$ cat config.mk
export PLATFORM = sky130hd
export DESIGN_NAME = cascade_master
export DESIGN_NICKNAME = d
export VERILOG_FILES = /design/src/rtl/cascade_master.sv
export SDC_FILE = /design/constraint.sdc
export NUM_CORES = 1
export LEC_CHECK = 0
export BUFFER_PORTS_ARGS = -buffer_cell sky130_fd_sc_hd__buf_2
export CORE_UTILIZATION = 39
export DETAILED_ROUTE_END_ITERATION = 12
export PLACE_DENSITY = 0.6
export SETUP_SLACK_MARGIN = 0.5
export SYNTH_ARGS = -nofsm -noshare
export SYNTH_HDL_FRONTEND = slang
export SYNTH_SLANG_ARGS = --single-unit
$ cat constraint.sdc
create_clock -name clk -period 1.7 [get_ports clk]
set_input_delay 0 -clock clk [delete_from_list [all_inputs] [get_ports clk]]
set_output_delay 0 -clock clk [all_outputs]
set_load 0.02 [all_outputs]
$ cat src/rtl/cascade_master.sv
module cascade_master #(
  parameter int HOLD_LIMIT = 120
) (
  input  logic clk,
  input  logic rst,
  input  logic want_bus,
  input  logic dack_n,
  output logic dreq,
  output logic master_n,
  output logic adr_drive,
  output logic cmd_allow
);

  localparam int CW = $clog2(HOLD_LIMIT + 1);
  localparam logic [CW-1:0] LAST_HELD = CW'(HOLD_LIMIT - 3);

  typedef enum logic [2:0] {
    S_IDLE, S_ASK, S_HELD, S_NOCMD, S_NOADR, S_FREE
  } st_t;

  st_t st, nx;
  logic [CW-1:0] held;

  always_comb begin
    nx = st;
    case (st)
      S_IDLE:  if (want_bus && dack_n) nx = S_ASK;
      S_ASK:   if (!dack_n) nx = S_HELD;
      S_HELD:  if (!want_bus || held == LAST_HELD) nx = S_NOCMD;
      S_NOCMD: nx = S_NOADR;
      S_NOADR: nx = S_FREE;
      S_FREE:  nx = S_IDLE;
      default: nx = S_IDLE;
    endcase
  end

  always_ff @(posedge clk) begin
    if (rst) begin
      st   <= S_IDLE;
      held <= '0;
    end else begin
      st   <= nx;
      held <= (nx == S_HELD && st == S_HELD) ? held + 1'b1 : '0;
    end
  end

  assign dreq      = (st != S_IDLE);
  assign master_n  = !(st == S_HELD || st == S_NOCMD || st == S_NOADR);
  assign adr_drive = (st == S_HELD && held != '0) || st == S_NOCMD;
  assign cmd_allow = (st == S_HELD && held > CW'(1));

  logic [CW:0] low_run;
  always_ff @(posedge clk) begin
    if (rst) low_run <= '0;
    else if (master_n) low_run <= '0;
    else if (low_run <= (CW+1)'(HOLD_LIMIT)) low_run <= low_run + 1'b1;
  end


  hold_limit_chk: assert property (@(posedge clk) disable iff (rst)
    low_run <= (CW+1)'(HOLD_LIMIT));


  adr_after_claim_chk: assert property (@(posedge clk) disable iff (rst)
    adr_drive |-> (!master_n && $past(!master_n)));


  cmd_after_claim_chk: assert property (@(posedge clk) disable iff (rst)
    cmd_allow |-> (adr_drive && $past(!master_n) && $past(!master_n, 2)));


  req_held_chk: assert property (@(posedge clk) disable iff (rst)
    !master_n |-> dreq);


  release_master_chk: assert property (@(posedge clk) disable iff (rst)
    $rose(master_n) |-> ($past(!adr_drive) && $past(!cmd_allow) && dreq));


  release_adr_chk: assert property (@(posedge clk) disable iff (rst)
    $fell(adr_drive) |-> (!cmd_allow && !master_n));


  release_req_chk: assert property (@(posedge clk) disable iff (rst)
    $fell(dreq) |-> (master_n && $past(master_n)));


  new_req_chk: assert property (@(posedge clk) disable iff (rst)
    $rose(dreq) |-> ($past(dack_n) && $past(want_bus)));

endmodule

==> After elaboration in Yosys (flattened, before gate mapping) <==
Cells that the tools add are included.
W data, S select, Z words.
{ "totals": {"wordCells": 29, "regBits": 10, "out_inout_bits": 4, "input_bits": 4} }
{ "classes": {"n_mux": 4, "order_cmp": 1, "n_eq_ne": 6, "n_reduce_logical": 14, "bitwise": 1, "add_sub_neg": 1} }
{ "ops": {"columns": ["op", "n"], "rows": [
  ["$pmux W3 S5", 1],
  ["$eq A3 B2 Y1 const B", 3],
  ["$mux W3", 3],
  ["$add A7 B1 Y7 const B", 1],
  ["$eq A7 B7 Y1 const B", 1],
  ["$gt A7 B1 Y1 const B", 1],
  ["$reduce_bool A7 Y1", 1],
  ["$logic_and A1 B1 Y1", 4],
  ["$logic_or A1 B1 Y1", 4],
  ["$eq A3 B1 Y1 const B", 1],
  ["$eq A3 B3 Y1 const B", 1],
  ["$logic_not A3 Y1", 1],
  ["$reduce_bool A3 Y1", 1],
  ["$logic_not A1 Y1", 2],
  ["$reduce_or A2 Y1", 1],
  ["$not A1 Y1", 1]
]} }

==> Logic depth before layout (Yosys ltp) <==
Gate-level depths: netlist of run 1.
{ "logic_depth": {"ltp_word": 8, "ltp_mapped": 5, "mapped_depth_nobuf": 5} }

==> Least setup slack after synthesis of run 1 <==
OpenSTA, ideal clock, no wires.
{ "synth_path": {"path_type": "register to output", "from": "register held[1]", "to": "output cmd_allow", "required_time_ps": 1700, "path_stages_with_launch": 5, "arrival_ps": 1332, "n_path_buf": 0, "setup_slack_ps": 368, "path_cell_list": "dfxtp_1 inv_1 ha_1 o21bai_1 a211oi_1"} }
{ "synth_between": {"elab_chain_len": 2} }
{ "synth_rtl": {"columns": ["item", "line", "text"], "rows": [
  ["start: declaration", "22", "logic [CW-1:0] held;"],
  ["start signal: assignment", "43", "held <= (nx == S_HELD && st == S_HELD) ? held + 1'b1 : '0;"],
  ["$gt A7 B1 Y1", "50", "assign cmd_allow = (st == S_HELD && held > CW'(1));"],
  ["$logic_and A1 B1 Y1", "50", null],
  ["end: declaration", "11", "output logic cmd_allow"]
]} }
Every way passes these cells.

==> Final worst setup path of run 1 <==
{ "layout_path": {"from": "register held[5]", "to": "output adr_drive"} }
{ "layout_between": {"elab_chain_len": 3} }
{ "layout_rtl": {"columns": ["item", "line", "text"], "rows": [
  ["$reduce_bool A7 Y1", "49", "assign adr_drive = (st == S_HELD && held != '0) || st == S_NOCMD;"],
  ["$logic_and A1 B1 Y1", "49", null],
  ["$logic_or A1 B1 Y1", "49", null],
  ["end: declaration", "10", "output logic adr_drive,"]
]} }
Every way passes these cells.

==> impl_results.md, run 1 <==
* Status: complete, no violations
* Part of the power in registers at 52.4%
* Part of the total power dissipated in combinational logic at 12.0%
* Clock latency reported for the late side of the worst-skew pair at 0.27 ns
* Final cell area excluding filler cells at 792 um^2
* Count of max-cap constraint violations at 0
* Minimum period implied by the final worst setup slack at 1.47 ns
* Synthesized area at a little under 600 um^2
* First-pass iteration count of the detailed router at 4
* Net switching power at about 0.11 mW
* Slew HR at 79.2%
* Critical path arrival at ~1.5 ns
* Max Fclk at 679 MHz
* Number of unique standard cell types used by synthesis at 32
* Fraction of power spent switching nets at 25.1%
* Synthesized-area fraction occupied by and/or/nand/nor cells at a little under a third
* Cell at the root of the clock tree: sky130_fd_sc_hd__clkbuf_4
* Area added between synthesis and finish at 35.3%
* Internal power of the cells at 0.342 mW
* Multiplexer area fraction after synthesis at 0%
* Number of warnings issued by yosys at 0
* Clock-pin transition on the worst setup and hold timing paths at 0.07 ns
* Transition time at the pin with the least slew margin at 0.310 ns
* First-pass GRT wire length at 1790 um
* Antenna diode count at 0
* Antenna-violating nets left at 0
* Largest net degree at the start of global routing at 11
* Die ar. at 0.00166 mm^2
* Placed inst area at 623 um^2
* Vias in the first global route at ~390
* Die Wd at 40.8 um
* Total length of routed wires at 1270 um
* Parity-gate share of the synthesized area counting xor and xnor cells at under 10%
* Clock tree from TritonCTS: yes
* VDD IR-drop max at roughly 0.00040 V
* Number of hold violations in the final report at 0
* Type of the worst min-delay path: in2reg
* Post-route worst setup slack at 0.227 ns
* FP Rows at 13
* Clk pwr share at 35.6%
* Post-Route Setup TNS at 0 ns
* Dominant combinational cell family by area after synthesis: simple AND/OR/NAND/NOR gates
* Clock Path Buffers at 2
* Final setup skew at 0.00959 ns
* Met2 WL at 585 um
* Via count at 517
* Required time of the critical path at 1.70 ns
* Critical Setup Path Class: reg2out
* Aggregate global-route resource usage at 17.2%
* Total routed wire length on the met1 layer at between 500 and 600 um
* Routability congestion estimate at a little over 0.7
* Iteration-0 DRC Markers at 8
* Gr ovfl total at 0
* Sequential element share of the synthesized area at 34.2%
* Mapped Cells at 64
* Initial core utilization at 43.4%
* Mean routed wirelength per cell at roughly 13 um
* Number of ports placed on the die boundary at 8
* Endpoint type of the worst setup path: primary output
* Areal power density over the cells at between 500 and 600 mW/mm^2
* Complex-gate fraction of the synthesized area at 17.3%
* HPWL reported at the end of detailed placement at about 770 um
* CTS H-Tree Depth at 1
* Post-route DRC violation count at 0
* Post-DR vias/cell at about 5.4
* Met3 layer wire length in the routed design at 59 um
* Total power consumption of the routed design at 0.457 mW
* Category of the worst setup path launch point: flip-flop
* Flop and latch count out of synthesis at 10
* Clock sinks at 10
* Post-Synth Adder-Cell Area at 6.41%
* Pre-CTS setup slack at 0.385 ns
* Net count reported at finish at 89
* Count of pins over their slew limit at 0
* Leading cell types in the layout, fill and taps excluded: 10 x sky130_fd_sc_hd__buf_4, 7 x sky130_fd_sc_hd__nor2_1, 5 x sky130_fd_sc_hd__dfxtp_2, 5 x sky130_fd_sc_hd__buf_2, 4 x sky130_fd_sc_hd__dfxtp_4
* Synthesized netlist net count at 71
* Peak fanout along the critical path at 2
* Topmost layer with routed signal wires: met4
* Layout cells sized above 1 at 50.0%
* Number of buffers created by CTS at 3
* Most common cell after layout, fill and taps aside: sky130_fd_sc_hd__buf_4
* Die outline height at 40.8 um
* Final setup viols at 0
* Count of input and output buffers at 7
* Lkg Pwr at roughly 0.28 nW
* Core region area at 0.00135 mm^2
* Part of the cycle the worst path needs at 86.7%
* Number of antenna violations at the first check in global routing at 0
* Mean area per synthesized cell at 9.15 um^2
* Unrepaired setup endpoints after global routing: true
## registers in the layout, summed over array words and instances, names as in the netlist
register / count
held: 7
st: 3
## power groups by stage
stage / clock, mW / combinational [mW] / sequential (mW)
final: 0.163 / 0.0546 / 0.240
after global routing: 0.178 / 0.0597 / 0.240
after CTS: 0.163 / 0.0445 / 0.243
after detailed placement: 0 / 0.0409 / 0.250
after global placement: 0 / 0.0404 / 0.250
after floorplan: 0 / 0.0360 / 0.243
## critical path: stages (launching register included)
cell                      delay [ns]
sky130_fd_sc_hd__dfxtp_2        0.32
sky130_fd_sc_hd__or4_4          0.53
sky130_fd_sc_hd__nor2_4         0.11
sky130_fd_sc_hd__a31oi_1        0.08
sky130_fd_sc_hd__buf_4          0.16
## logic make-up after synthesis
kind of cell,Yosys count
AND/OR/NAND/NOR,28
adder cells (fa/ha/maj),3
XOR/XNOR,4
AO/OA/AOI/OAI,13
buffers and inverters,6
flip-flops,10
## through the flow
| step | hold WS, ns | utilization [%] | std cells |
|---|---|---|---|
| after floorplan | 0.0724 | - | 64 |
| after global placement | 0.255 | 46.2 | 83 |
| after detailed placement | 0.250 | 46.2 | 83 |
| after CTS | 0.0848 | 53.9 | 90 |
| after global routing | 0.101 | 58.7 | 95 |
| final | 0.0829 | 58.7 | 95 |
## cell usage after synthesis
master,count,share of area (%)
sky130_fd_sc_hd__inv_1,3,1.9
sky130_fd_sc_hd__o21bai_1,1,1.3
sky130_fd_sc_hd__xnor2_1,2,3.0
sky130_fd_sc_hd__nand3b_1,1,1.3
sky130_fd_sc_hd__buf_6,1,1.9
sky130_fd_sc_hd__buf_2,2,1.7
sky130_fd_sc_hd__nor2_1,7,4.5
sky130_fd_sc_hd__o211a_1,1,1.7
sky130_fd_sc_hd__a21oi_2,2,3.0
sky130_fd_sc_hd__ha_1,3,6.4
sky130_fd_sc_hd__dfxtp_1,10,34
sky130_fd_sc_hd__nand2_1,2,1.3
sky130_fd_sc_hd__nor2b_1,2,2.1
sky130_fd_sc_hd__o32a_1,1,1.7
sky130_fd_sc_hd__a211oi_1,1,1.3
sky130_fd_sc_hd__nand2b_4,1,2.3
sky130_fd_sc_hd__or3_1,3,3.2
sky130_fd_sc_hd__nor3_1,2,1.7
sky130_fd_sc_hd__o2111ai_2,1,2.6
sky130_fd_sc_hd__a31oi_1,1,1.1
sky130_fd_sc_hd__nand2b_1,1,1.1
sky130_fd_sc_hd__nand3_1,3,2.6
sky130_fd_sc_hd__nand3_2,1,1.7
sky130_fd_sc_hd__and3_1,1,1.1
sky130_fd_sc_hd__nor2_2,1,1.1
sky130_fd_sc_hd__or4_1,1,1.3
sky130_fd_sc_hd__a21oi_1,2,1.7
sky130_fd_sc_hd__xor2_1,2,3.0
sky130_fd_sc_hd__o21ai_0,2,1.7
sky130_fd_sc_hd__a22oi_1,1,1.3
sky130_fd_sc_hd__nor3b_1,1,1.3
sky130_fd_sc_hd__nor4b_4,1,4.1
## cell type report
cell class              instances  area, um^2
inverters                       3        11.3
multi-input cells              48         408
repair buffers                 16         110
flip-flops and latches         10         221
well taps                      15        18.8
clock buffers                   3        22.5
fillers                       121         558
## per-layer routing
layer / track usage [%] / vias to the layer above
li1: - / 261
met1: 24.2 / 232
met2: 24.2 / 17
met3: 3.26 / 7
met4: 10.0 / 0
met5: 0 / -
## path summary, 6_finish.rpt
kind / from / to / cells past startpoint / slack [ns]
min: rst / held[5] / 4 / 0.08
max: held[5] / adr_drive / 4 / 0.23
max reg2reg: held[0] / held[6] / 5 / 0.47
min reg2reg: held[0] / held[0] / 1 / 0.45
## timing repair
item	4_1_cts	5_1_grt
setup buffers	3	5
hold buffers	1	0
endpoints found under the hold margin	3	0
gates resized for setup	16	8
endpoints found under the setup margin	12	10
pin swaps	9	7
cloned	0	0
No activity file was read; power rests on OpenSTA's default activity.
==> run 2, diff against run 1 <==
Settings changed: PLACE_DENSITY 0.6 to 0.62.
Clock period 1.7 ns to 1.3 ns, I/O delays scaled along.
==> impl_results.md, run 2 (synthesis results as in run 1) <==
* Status: finished, violations left
* Violated checks: negative setup slack
* Pre-CTS setup slack at ~0.047 ns
* Critical Setup Path Class: reg2out
* Required time of the critical path at 1.30 ns
* Max Fclk at 670 MHz
* Post-DR vias/cell at about 5.4
* HPWL reported at the end of detailed placement at approximately 840 um
* Most common cell after layout, fill and taps aside: sky130_fd_sc_hd__buf_6
* Layout cells sized above 1 at 61.7%
* Final cell area excluding filler cells at 0.00101 mm^2
* Initial core utilization at 43.4%
* Net count reported at finish at 102
* Leading registers by flop count: held (7), st (3)
* Post-route DRC violation count at 0
* Mean routed wirelength per cell at 13.7 um
* Critical path arrival at 1.49 ns
* Part of the cycle the worst path needs at 115%
* Iteration-0 DRC Markers at 7
* Clock tree from TritonCTS: yes
* Routability congestion estimate at 0.702
* Worst hold path depth at 4
* Largest net degree at the start of global routing at 7
* Via count at around 600
* Number of buffers created by CTS at 3
* Vias in the first global route at 511
* Die Wd at 40.8 um
* Count of pins over their slew limit at 0
* Total length of routed wires at 1500 um
* Number of antenna violations at the first check in global routing at 0
* Peak fanout along the critical path at 2
* VDD IR-drop max at 0.000466 V
* First-pass GRT wire length at 2130 um
* Antenna diode count at 0
* Category of the worst setup path launch point: flip-flop
* Endpoint type of the worst setup path: primary output
* Slew HR at 79.7%
* Minimum period implied by the final worst setup slack at about 1.5 ns
* Clock sinks at 10
* Largest register by flop count: held
* Unrepaired setup endpoints after global routing: true
* Leading cell types in the layout, fill and taps excluded: 15 x sky130_fd_sc_hd__buf_6, 10 x sky130_fd_sc_hd__buf_4, 6 x sky130_fd_sc_hd__nor2_1
* Post-route worst setup slack at -0.192 ns
* Lkg Pwr at 0.371 nW
* Die ar. at 0.00166 mm^2
* Areal power density over the cells at 642 mW/mm^2
* Worst R2R Path Depth at 4
* Transition time at the pin with the least slew margin at 0.304 ns
* Number of hold violations in the final report at 0
* Aggregate global-route resource usage at 20.6%
* Count of max-cap constraint violations at 0
* Area added between synthesis and finish at 73.3%
* Count of input and output buffers at 7
* First-pass iteration count of the detailed router at 4
* Type of the worst min-delay path: in2reg
* Final setup skew at 0.00350 ns
* Gr ovfl total at 0
* Clock Path Buffers at 2
* Core region area at ~0.0014 mm^2
* Placed inst area at 761 um^2
* Final setup viols at 2
* CTS H-Tree Depth at 1
* Clock latency reported for the late side of the worst-skew pair at about 0.26 ns
* FP Rows at 13
* Antenna-violating nets left at 0
* Clock-pin transition on the worst setup and hold timing paths at 0.06 ns
* Max reg flops at 7
* Number of ports placed on the die boundary at 8
* Cell at the root of the clock tree: sky130_fd_sc_hd__clkbuf_4
* Die outline height at 40.8 um
-- run 2: changes by cell type in the layout (fill, tap and decap cells not counted), sizes merged --
cell and change:
buf +13, clkbuf +1
-- run 2: final cells by class --
class                   count  area (um^2)
multi-input cells          48          467
clock buffers               4         26.3
flip-flops and latches     10          220
fillers                    95          335
inverters                   3         13.8
well taps                  15         18.8
repair buffers             29          269
-- run 2: final timing paths --
check	startpoint	endpoint	slack (ns)
worst min register to register	held[5]	held[5]	0.54
worst min-delay path	rst	held[5]	0.08
worst max register to register	st[0]	held[0]	0.05
worst max-delay path	held[6]	adr_drive	-0.19
-- run 2: what timing repair did --
item,CTS,global route
pin swaps,11,7
endpoints found under the setup margin,14,14
gates resized for setup,27,6
setup buffers,10,4
hold endpoints to repair,3,0
hold buffers,1,0
-- run 2: report_power, final --
group | internal, mW | switching, mW
clock | 0.118 | 0.101
combinational | 0.0685 | 0.0562
sequential | 0.303 | 0.00523
total | 0.490 | 0.162
-- run 2: through the flow --
stage	TNS, ns	util (%)	hold WS [ns]	std cells	power (mW)
2_1_floorplan	0	-	0.0724	64	0.380
3_3_place_gp	0	56.3	0.258	90	0.396
3_5_place_dp	0	56.3	0.257	90	0.397
4_1_cts	-0.394	71.4	0.0799	105	0.648
5_1_grt	-0.497	75.2	0.0805	109	0.690
6_report	-0.368	75.2	0.0842	109	0.652
-- run 2: worst max-delay path, cell delays in order (launching register included) --
cell and delay, ns:
sky130_fd_sc_hd__dfxtp_1 0.31, sky130_fd_sc_hd__or4_4 0.54, sky130_fd_sc_hd__nor2_4 0.15, sky130_fd_sc_hd__a31oi_4 0.09
sky130_fd_sc_hd__buf_6 0.14
-- run 2: metal layers --
layer / vias to the layer above / routed length, um / part of all wire (%) / GRT usage [%]
met4: 0 / 12 / 0.80 / 10.0
met5: - / 0 / 0 / 0
li1: 287 / - / - / -
met1: 287 / 660 / 44 / 24.6
met2: 10 / 785 / 52 / 31.7
met3: 2 / 39 / 2.6 / 8.15
==> run 3, diff against run 2 <==
Settings changed: CORE_AREA set to 2 2 39 41, CORE_UTILIZATION 39 to unset, DIE_AREA set to 0 0 41 43, PLACE_DENSITY 0.62 to 0.68.
==> impl_results.md, run 3 (synthesis results as in run 1) <==
* Count of max-cap constraint violations at 0
* Critical Setup Path Class: reg2out
* Maximum cell stage delay along the critical path at 0.54 ns
* HPWL reported at the end of detailed placement at around 970 um
* Post-DR vias/cell at 5.11
* Aggregate global-route resource usage at 21.0%
* VDD IR-drop max at 0.000602 V
* Number of ports placed on the die boundary at 8
* Largest register by flop count: held
* Post-route DRC violation count at 0
* Area added between synthesis and finish at 68.6%
* Layout cells sized above 1 at 62.9%
* Part of the cycle the worst path needs at 115%
* First-pass iteration count of the detailed router at 3
* Post-Route Setup TNS at -0.387 ns
* Status: finished, violations left
* First-pass GRT wire length at 2400 um
* Clock tree from TritonCTS: yes
* Largest net degree at the start of global routing at 10
* Die Wd at 41 um
* Endpoint type of the worst setup path: primary output
* Areal power density over the cells at 712 mW/mm^2
* Placed inst area at 762 um^2
* Die ar. at 0.00176 mm^2
* Vias in the first global route at 537
* Routability congestion estimate at 0.684
* Critical path arrival at 1.49 ns
* Max reg flops at 7
* Cell at the root of the clock tree: sky130_fd_sc_hd__clkbuf_4
* Total power consumption of the routed design at 0.703 mW
* Setup slack on the worst flop-to-flop path at -0.02 ns
* Lkg Pwr at around 0.35 nW
* Gr ovfl total at 0
* Final cell area excluding filler cells at 987 um^2
* Minimum period implied by the final worst setup slack at ~1.5 ns
* Category of the worst setup path launch point: flip-flop
* Final setup viols at 3
* Net count reported at finish at 97
* Count of pins over their slew limit at 0
* Initial core utilization at 42.3%
* CTS H-Tree Depth at 1
* Antenna diode count at 0
* Cells along the critical path: or4_4 -> nor2_4 -> a31oi_4 -> buf_6
* Clock-pin transition on the worst setup and hold timing paths at approximately 0.070 ns
* Max Fclk at 669 MHz
* Final setup skew at 0.000678 ns
* Total length of routed wires at approximately 1500 um
* Count of input and output buffers at 7
* Number of antenna violations at the first check in global routing at 0
* Final standard cell count with taps included and fillers excluded at 105
* Type of the worst min-delay path: in2reg
* Most common cell after layout, fill and taps aside: sky130_fd_sc_hd__buf_6
* Number of buffers created by CTS at 3
* Clock sinks at 10
* Leading cell types in the layout, fill and taps excluded: 10 x sky130_fd_sc_hd__buf_6, 9 x sky130_fd_sc_hd__buf_4, 6 x sky130_fd_sc_hd__nor2_1
* Transition time at the pin with the least slew margin at about 0.29 ns
* Required time of the critical path at about 1.3 ns
* Pre-CTS setup slack at around 0.047 ns
* Peak fanout along the critical path at 2
* Antenna-violating nets left at 0
* Iteration-0 DRC Markers at 11
* Area of combinational cells with multiple inputs at 479 um^2
* Fillcell total at 110
* Post-route worst setup slack at -0.195 ns
* Area taken by flip-flops and latches at 218 um^2
* Clock Path Buffers at 2
* Core region area at 0.00138 mm^2
* Leading registers by flop count: held (7), st (3)
* Critical Path Slowest Stage Cell: sky130_fd_sc_hd__or4_4
* Die outline height at 43 um
* Unrepaired setup endpoints after global routing: true
* Violated checks: negative setup slack
* Placed insts at 91
* Slew HR at 80.8%
* Mean routed wirelength per cell at between 10 and 15 um
* Number of hold violations in the final report at 0
* Clock latency reported for the late side of the worst-skew pair at 0.26 ns
* FP Rows at 14
* Via count at 537
-- run 3: critical path: cells and delay by family, from the launching register on --
kind | cells | cell delay [ns]
and+or+nand+nor | 2 | 0.69
DFF | 1 | 0.31
buffers and inverters | 1 | 0.14
AOI/OAI and AO/OA | 1 | 0.09
-- run 3: final timing paths --
| kind | cells after the start | end | start |
|---|---|---|---|
| hold / removal | 4 | held[6] | rst |
| setup reg to reg | 6 | held[6] | held[1] |
| hold reg to reg | 2 | held[5] | held[5] |
| setup / recovery | 4 | adr_drive | held[6] |
-- run 3: power breakdown --
group / switching [mW] / leakage, nW / internal (mW) / total (mW)
clock: 0.113 / 0.0210 / 0.170 / 0.283
combinational: 0.0499 / 0.241 / 0.0582 / 0.108
sequential: 0.00917 / 0.0848 / 0.304 / 0.313
total: 0.172 / 0.347 / 0.532 / 0.703
-- run 3: metrics by stage --
stage | hold slack, ns | util (%)
finish | 0.0842 | 71.3
global placement | 0.254 | 55.1
global route | 0.0932 | 71.3
detailed placement | 0.256 | 55.1
floorplan | 0.0724 | -
CTS | 0.0891 | 68.1
-- run 3: final cells by class --
cell class,count,share of cell area [%]
repair buffers,24,22.3
flip-flops and latches,10,22.1
well taps,16,2.03
clock buffers,4,3.68
inverters,3,1.39
multi-input cells,48,48.5
-- run 3: timing repair --
| action | in CTS | in global routing |
|---|---|---|
| resized for setup | 22 | 9 |
| endpoints found under the setup margin | 14 | 14 |
| hold buffers | 1 | 0 |
| pin swaps | 9 | 5 |
| buffers inserted | 8 | 1 |
| gates cloned | 0 | 0 |
| endpoints found under the hold margin | 3 | 0 |
-- run 3: metal layers --
metal / track usage, % / wire [um] / vias to the layer above
met4: 12.0 / 17 / 0
met1: 22.8 / 596 / 253
li1: - / - / 278
met3: 3.14 / 19 / 2
met5: 0 / 0 / -
met2: 35.6 / 866 / 4
